[config.mk]
export PLATFORM = sky130hd
export DESIGN_NAME = extint_flag_ctrl
export DESIGN_NICKNAME = d
export VERILOG_FILES = /design/src/rtl/extint_pkg.sv /design/src/rtl/extint_sync.sv /design/src/rtl/extint_edge_det.sv /design/src/rtl/extint_flag_cell.sv /design/src/rtl/extint_flag_ctrl.sv
export SDC_FILE = /design/constraint.sdc
export NUM_CORES = 1
export LEC_CHECK = 0
export BUFFER_PORTS_ARGS = -buffer_cell sky130_fd_sc_hd__clkbuf_2
export CAP_MARGIN = 20
export CORE_AREA = 2 2 39 41
export DETAILED_ROUTE_END_ITERATION = 16
export DIE_AREA = 0 0 41 43
export PLACE_DENSITY_LB_ADDON = 0.1
export SYNTH_ARGS = -nofsm -noshare
export SYNTH_HDL_FRONTEND = slang
export SYNTH_SLANG_ARGS = --single-unit
[constraint.sdc]
create_clock -name clk -period 0.9 [get_ports clk]
set_clock_uncertainty 0.2 [all_clocks]
set_input_delay 0.09 -clock clk [delete_from_list [all_inputs] [get_ports clk]]
set_output_delay 0.09 -clock clk [all_outputs]
set_load 0.05 [all_outputs]
[src/rtl/extint_pkg.sv]
package extint_pkg;

    typedef enum logic {
        TRIG_LEVEL = 1'b0,
        TRIG_EDGE  = 1'b1
    } trig_mode_e;

    typedef enum logic [2:0] {
        OP_HOLD,
        OP_SET,
        OP_CLEAR,
        OP_WRITE,
        OP_TRACK
    } flag_op_e;

    typedef struct packed {
        logic wr;
        logic data;
    } sw_write_t;

    // A high-to-low step between two consecutive synchronized samples.
    function automatic logic is_falling(input logic prev, input logic cur);
        return prev & ~cur;
    endfunction

    // Priority: in edge mode, new edge > software write > acknowledge > hold.
    // In level mode, software write > pin tracking.
    function automatic flag_op_e pick_op(input trig_mode_e mode,
                                         input logic fall,
                                         input logic wr,
                                         input logic ack);
        flag_op_e op;
        if (mode == TRIG_EDGE) begin
            if (fall)      op = OP_SET;
            else if (wr)   op = OP_WRITE;
            else if (ack)  op = OP_CLEAR;
            else           op = OP_HOLD;
        end else begin
            if (wr)        op = OP_WRITE;
            else           op = OP_TRACK;
        end
        return op;
    endfunction

endpackage

[src/rtl/extint_sync.sv]
module extint_sync #(
    parameter int   STAGES = 2,
    parameter logic IDLE   = 1'b1
) (
    input  logic clk,
    input  logic rst,
    input  logic async_in,
    output logic sync_out
);
    localparam int LAST = STAGES - 1;

    logic [LAST:0] chain;

    generate
        if (STAGES == 1) begin : g_single
            always_ff @(posedge clk) begin
                if (rst) chain <= IDLE;
                else     chain <= async_in;
            end
        end else begin : g_multi
            always_ff @(posedge clk) begin
                if (rst) chain <= {STAGES{IDLE}};
                else     chain <= {chain[LAST-1:0], async_in};
            end
        end
    endgenerate

    assign sync_out = chain[LAST];

endmodule

[src/rtl/extint_edge_det.sv]
module extint_edge_det
    import extint_pkg::*;
(
    input  logic clk,
    input  logic rst,
    input  logic sample,
    output logic fall,
    output logic level_active
);
    logic prev_q;

    always_ff @(posedge clk) begin
        if (rst) prev_q <= 1'b1;
        else     prev_q <= sample;
    end

    assign fall         = is_falling(prev_q, sample);
    assign level_active = ~sample;

    // A detected edge lasts exactly one cycle.
    assert_single_fall_R3: assert property (@(posedge clk) disable iff (rst)
        fall |=> !fall);

endmodule

[src/rtl/extint_flag_cell.sv]
module extint_flag_cell
    import extint_pkg::*;
(
    input  logic       clk,
    input  logic       rst,
    input  trig_mode_e mode,
    input  logic       fall,
    input  logic       level_active,
    input  logic       ack,
    input  sw_write_t  sw,
    output logic       flag
);
    flag_op_e op;

    assign op = pick_op(mode, fall, sw.wr, ack);

    always_ff @(posedge clk) begin
        if (rst) begin
            flag <= 1'b0;
        end else begin
            case (op)
                OP_SET:   flag <= 1'b1;
                OP_CLEAR: flag <= 1'b0;
                OP_WRITE: flag <= sw.data;
                OP_TRACK: flag <= level_active;
                default:  flag <= flag;
            endcase
        end
    end

    assert_edge_set_R3: assert property (@(posedge clk) disable iff (rst)
        (mode == TRIG_EDGE && fall) |=> flag);

    assert_ack_clear_R4: assert property (@(posedge clk) disable iff (rst)
        (mode == TRIG_EDGE && ack && !fall && !sw.wr) |=> !flag);

    assert_set_beats_ack_R5: assert property (@(posedge clk) disable iff (rst)
        (mode == TRIG_EDGE && fall && ack) |=> flag);

    assert_level_low_sets_R6: assert property (@(posedge clk) disable iff (rst)
        (mode == TRIG_LEVEL && level_active && !sw.wr) |=> flag);

    assert_level_ack_ignored_R7: assert property (@(posedge clk) disable iff (rst)
        (mode == TRIG_LEVEL && !level_active && ack && !sw.wr) |=> !flag);

    assert_sw_write_R8: assert property (@(posedge clk) disable iff (rst)
        (mode == TRIG_EDGE && !fall && sw.wr) |=> flag == $past(sw.data));

    assert_edge_hold_R11: assert property (@(posedge clk) disable iff (rst)
        (mode == TRIG_EDGE && !fall && !sw.wr && !ack) |=> $stable(flag));

endmodule

[src/rtl/extint_flag_ctrl.sv]
module extint_flag_ctrl
    import extint_pkg::*;
#(
    parameter int NUM_CH      = 2,
    parameter int SYNC_STAGES = 2
) (
    input  logic              clk,
    input  logic              rst,
    input  logic [NUM_CH-1:0] irq_n,
    input  logic              mode_wr,
    input  logic [NUM_CH-1:0] mode_wdata,
    input  logic [NUM_CH-1:0] vec_ack,
    input  logic [NUM_CH-1:0] flag_wr,
    input  logic [NUM_CH-1:0] flag_wdata,
    output logic [NUM_CH-1:0] pend_flag,
    output logic [NUM_CH-1:0] trig_mode
);
    localparam int CH_LAST = NUM_CH - 1;

    logic [CH_LAST:0] mode_q;
    logic [CH_LAST:0] pin_sync;
    logic [CH_LAST:0] fall;
    logic [CH_LAST:0] level_active;

    always_ff @(posedge clk) begin
        if (rst)          mode_q <= '0;
        else if (mode_wr) mode_q <= mode_wdata;
    end

    assign trig_mode = mode_q;

    generate
        for (genvar ch = 0; ch < NUM_CH; ch++) begin : g_ch
            sw_write_t sw;
            assign sw.wr   = flag_wr[ch];
            assign sw.data = flag_wdata[ch];

            extint_sync #(
                .STAGES (SYNC_STAGES),
                .IDLE   (1'b1)
            ) u_sync (
                .clk      (clk),
                .rst      (rst),
                .async_in (irq_n[ch]),
                .sync_out (pin_sync[ch])
            );

            extint_edge_det u_edge (
                .clk          (clk),
                .rst          (rst),
                .sample       (pin_sync[ch]),
                .fall         (fall[ch]),
                .level_active (level_active[ch])
            );

            extint_flag_cell u_flag (
                .clk          (clk),
                .rst          (rst),
                .mode         (trig_mode_e'(mode_q[ch])),
                .fall         (fall[ch]),
                .level_active (level_active[ch]),
                .ack          (vec_ack[ch]),
                .sw           (sw),
                .flag         (pend_flag[ch])
            );
        end
    endgenerate

    assert_reset_state_R1: assert property (@(posedge clk)
        $past(rst) |-> (pend_flag == '0 && trig_mode == '0));

    assert_mode_load_R10: assert property (@(posedge clk) disable iff (rst)
        mode_wr |=> trig_mode == $past(mode_wdata));

endmodule

==> out/qor.csv <==
metric;value;unit
synth_cells;37;
gp_congestion;0.613;
setup_violations;8;
grt_pass1_vias;286;
clk_pin_slew;0.06;ns
clk_latency;0.25;ns
hold_path.class;input pin to flop;
finalHoldViolCount;10;
whs;-0.183;ns
synth-async-reset-ratio;0;
use_met3;0.0628;
first_iter_violations;4;
powerDensity;1580;nW/um^2
ios;17;
comb_power_share;0.172;
tightest_slew;0.147;ns
yosys_warnings;0;
setup_slack;-0.168;ns
drc_errors;0;
n_fill_cell;137;
switching_share;0.232;
worstHoldEndpoint;g_ch[0].u_sync.chain[0];
path_class;flop to primary output;
synth_flop_cell;dfxtp_1;
synth-seq-cells;10;
status;finished with violations;
min_from;irq_n[0];
drt.antenna.violating_nets;0;
grt_first_pass_wirelength;1070;um
start_util;0.264;
finalSetupTns;-0.900;ns
grtUsageMet2;0.144;
nets;70;
dr.pass1.iters;4;
dr_total_vias;307;
rows;14;
wl;662;um
cpLargestDelayFamily;flip-flops;
clockBufferDepth;2;
port_buffers;16;
ys_types;11;
rsz0062_at_grt;true;
worstPathRequired;0.61;ns
worstPathMaxFanout;3;
reg2reg_slack;-0.09;ns
maxCapViolations;0;
area_delta_synth_final;58.6;%
root_buffer;clkbuf_4;
h-tree-depth;1;
cts_tree;yes;
synth_area;365;sq um
cts_buffers;3;
ys_top_cells_by_area;dfxtp_1, or2_2, buf_4;
reg2reg_depth;3;
fin_crit;1.07;ns
coreArea;1380;sq um
slowest_stage;dfxtp_4;
slew_violations;0;
track_usage;0.0938;
violations;hold timing, setup timing;
path_buf_inv;1;
grt_util_met1;0.0948;
start_kind;flop;
relSlewSlack;0.899;
synth_edf_count;0;
avgViaCountPerCell;4.32;
reg2reg_to;trig_mode[1];
power.share.clock;0.303;
grt-busiest-layer;met2;
grt_max_degree;10;
cpPeakStageDelay;0.37;ns
power_frac_seq;0.525;
fmax;936;MHz
hold_depth;2;
seq_area_frac_synth;0.548;
yosys-top-cells-count;dfxtp_1, or2_2, buf_4, nor2_1;
cp.arrival;0.78;ns
die_w;41;um
syn_avg_cell_area;9.87;sq um
internal_power;0.704;mW
dieArea;1760;sq um
switchingPower;0.213;mW
drive_above_1_share;0.691;
synth_nets;50;
leakagePower;0.250;nW
crit_chain;clkbuf_16;
peakVddDrop;902;uV
die_y;43;um
r2r-start;trig_mode[1];
period_share;1.19;
grt_remaining_overflow;0;
wl_per_cell;9.32;um
grt_antenna_before_repair;0;
n_antenna_cell;0;
yosysMostFrequentCell;dfxtp_1;
end_kind;primary output;
synth_top_area_frac;0.548;
yosysTopAreaCell;dfxtp_1;
clock_sinks;10;
## worst register-to-register path, stage by stage (launching register included)
cell	delay (ns)
dfxtp_4	0.36
buf_4	0.13
mux2i_1	0.14
nor2_1	0.05
## repair_timing
item                                   in CTS  in global routing
pin swaps                                   3                  2
resized for setup                          19                  3
setup buffers                               2                  1
setup endpoints to repair                   8                  8
endpoints found under the hold margin      10                 10
gates cloned                                0                  0
## kinds of logic after synthesis
kind of cell | after synthesis | synth area share
AND/OR/NAND/NOR | 16 | 0.240
buffers and inverters | 5 | 0.0959
flip-flops | 10 | 0.548
AO/OA/AOI/OAI | 4 | 0.0616
multiplexers | 2 | 0.0548
## area by class of cell
type	instances	area, sq um	share of cell area
Clock buffer	3	22.5	0.0389
Multi-Input combinational cell	22	150	0.259
Sequential cell	10	213	0.367
Tap cell	16	20.0	0.0346
Timing Repair Buffer	20	174	0.300
## placed cells by master, fill, tap and decap left out, drive strengths merged
cell	n
clkbuf	17
nand3b	2
dfxtp	10
mux2i	2
a21oi	2
a31oi	2
or2	6
nand3	2
nor3	2
nor2	4
buf	6
## stage by stage
step                      std cells  power [mW]  worst slack, ns   util  instance area (sq um)
after floorplan                  37       0.569          0.00627      -                    378
after global placement           65       0.598          -0.0100  0.325                    450
after detailed placement         65       0.602          -0.0537  0.325                    450
after CTS                        70       0.932           -0.184  0.408                    564
after global routing             71       0.976           -0.204  0.419                    579
final                            71       0.917           -0.168  0.419                    579
## power groups by stage
stage / clock network, mW / logic (mW) / registers, mW
5_1_grt: 0.324 / 0.169 / 0.483
6_report: 0.278 / 0.157 / 0.481
3_5_place_dp: 0 / 0.113 / 0.489
3_3_place_gp: 0 / 0.110 / 0.487
4_1_cts: 0.301 / 0.151 / 0.480
2_1_floorplan: 0 / 0.0833 / 0.486
## registers in the layout, indices dropped and copies added (netlist names)
| register | count |
|---|---|
| g_ch.u_edge.prev_q | 2 |
| g_ch.u_flag.flag | 2 |
| g_ch.u_sync.chain | 4 |
| trig_mode | 2 |
## metal layers
layer  wire, um  up-vias
met5          0        -
met4          0        0
met3         52        0
met2        351       10
met1        258      140
li1           -      157
## worst max-delay path by stage
stage,startpoint,endpoint,depth (start not counted)
6_report,trig_mode[0],trig_mode[0],1
5_1_grt,trig_mode[1],trig_mode[1],1
4_1_cts,trig_mode[1],trig_mode[1],1
3_5_place_dp,trig_mode[0],g_ch[0].u_flag.flag,3
3_3_place_gp,trig_mode[1],trig_mode[1],1
2_1_floorplan,g_ch[0].u_sync.chain[1],g_ch[0].u_edge.prev_q,1
No activity file was read; power rests on OpenSTA's default activity.
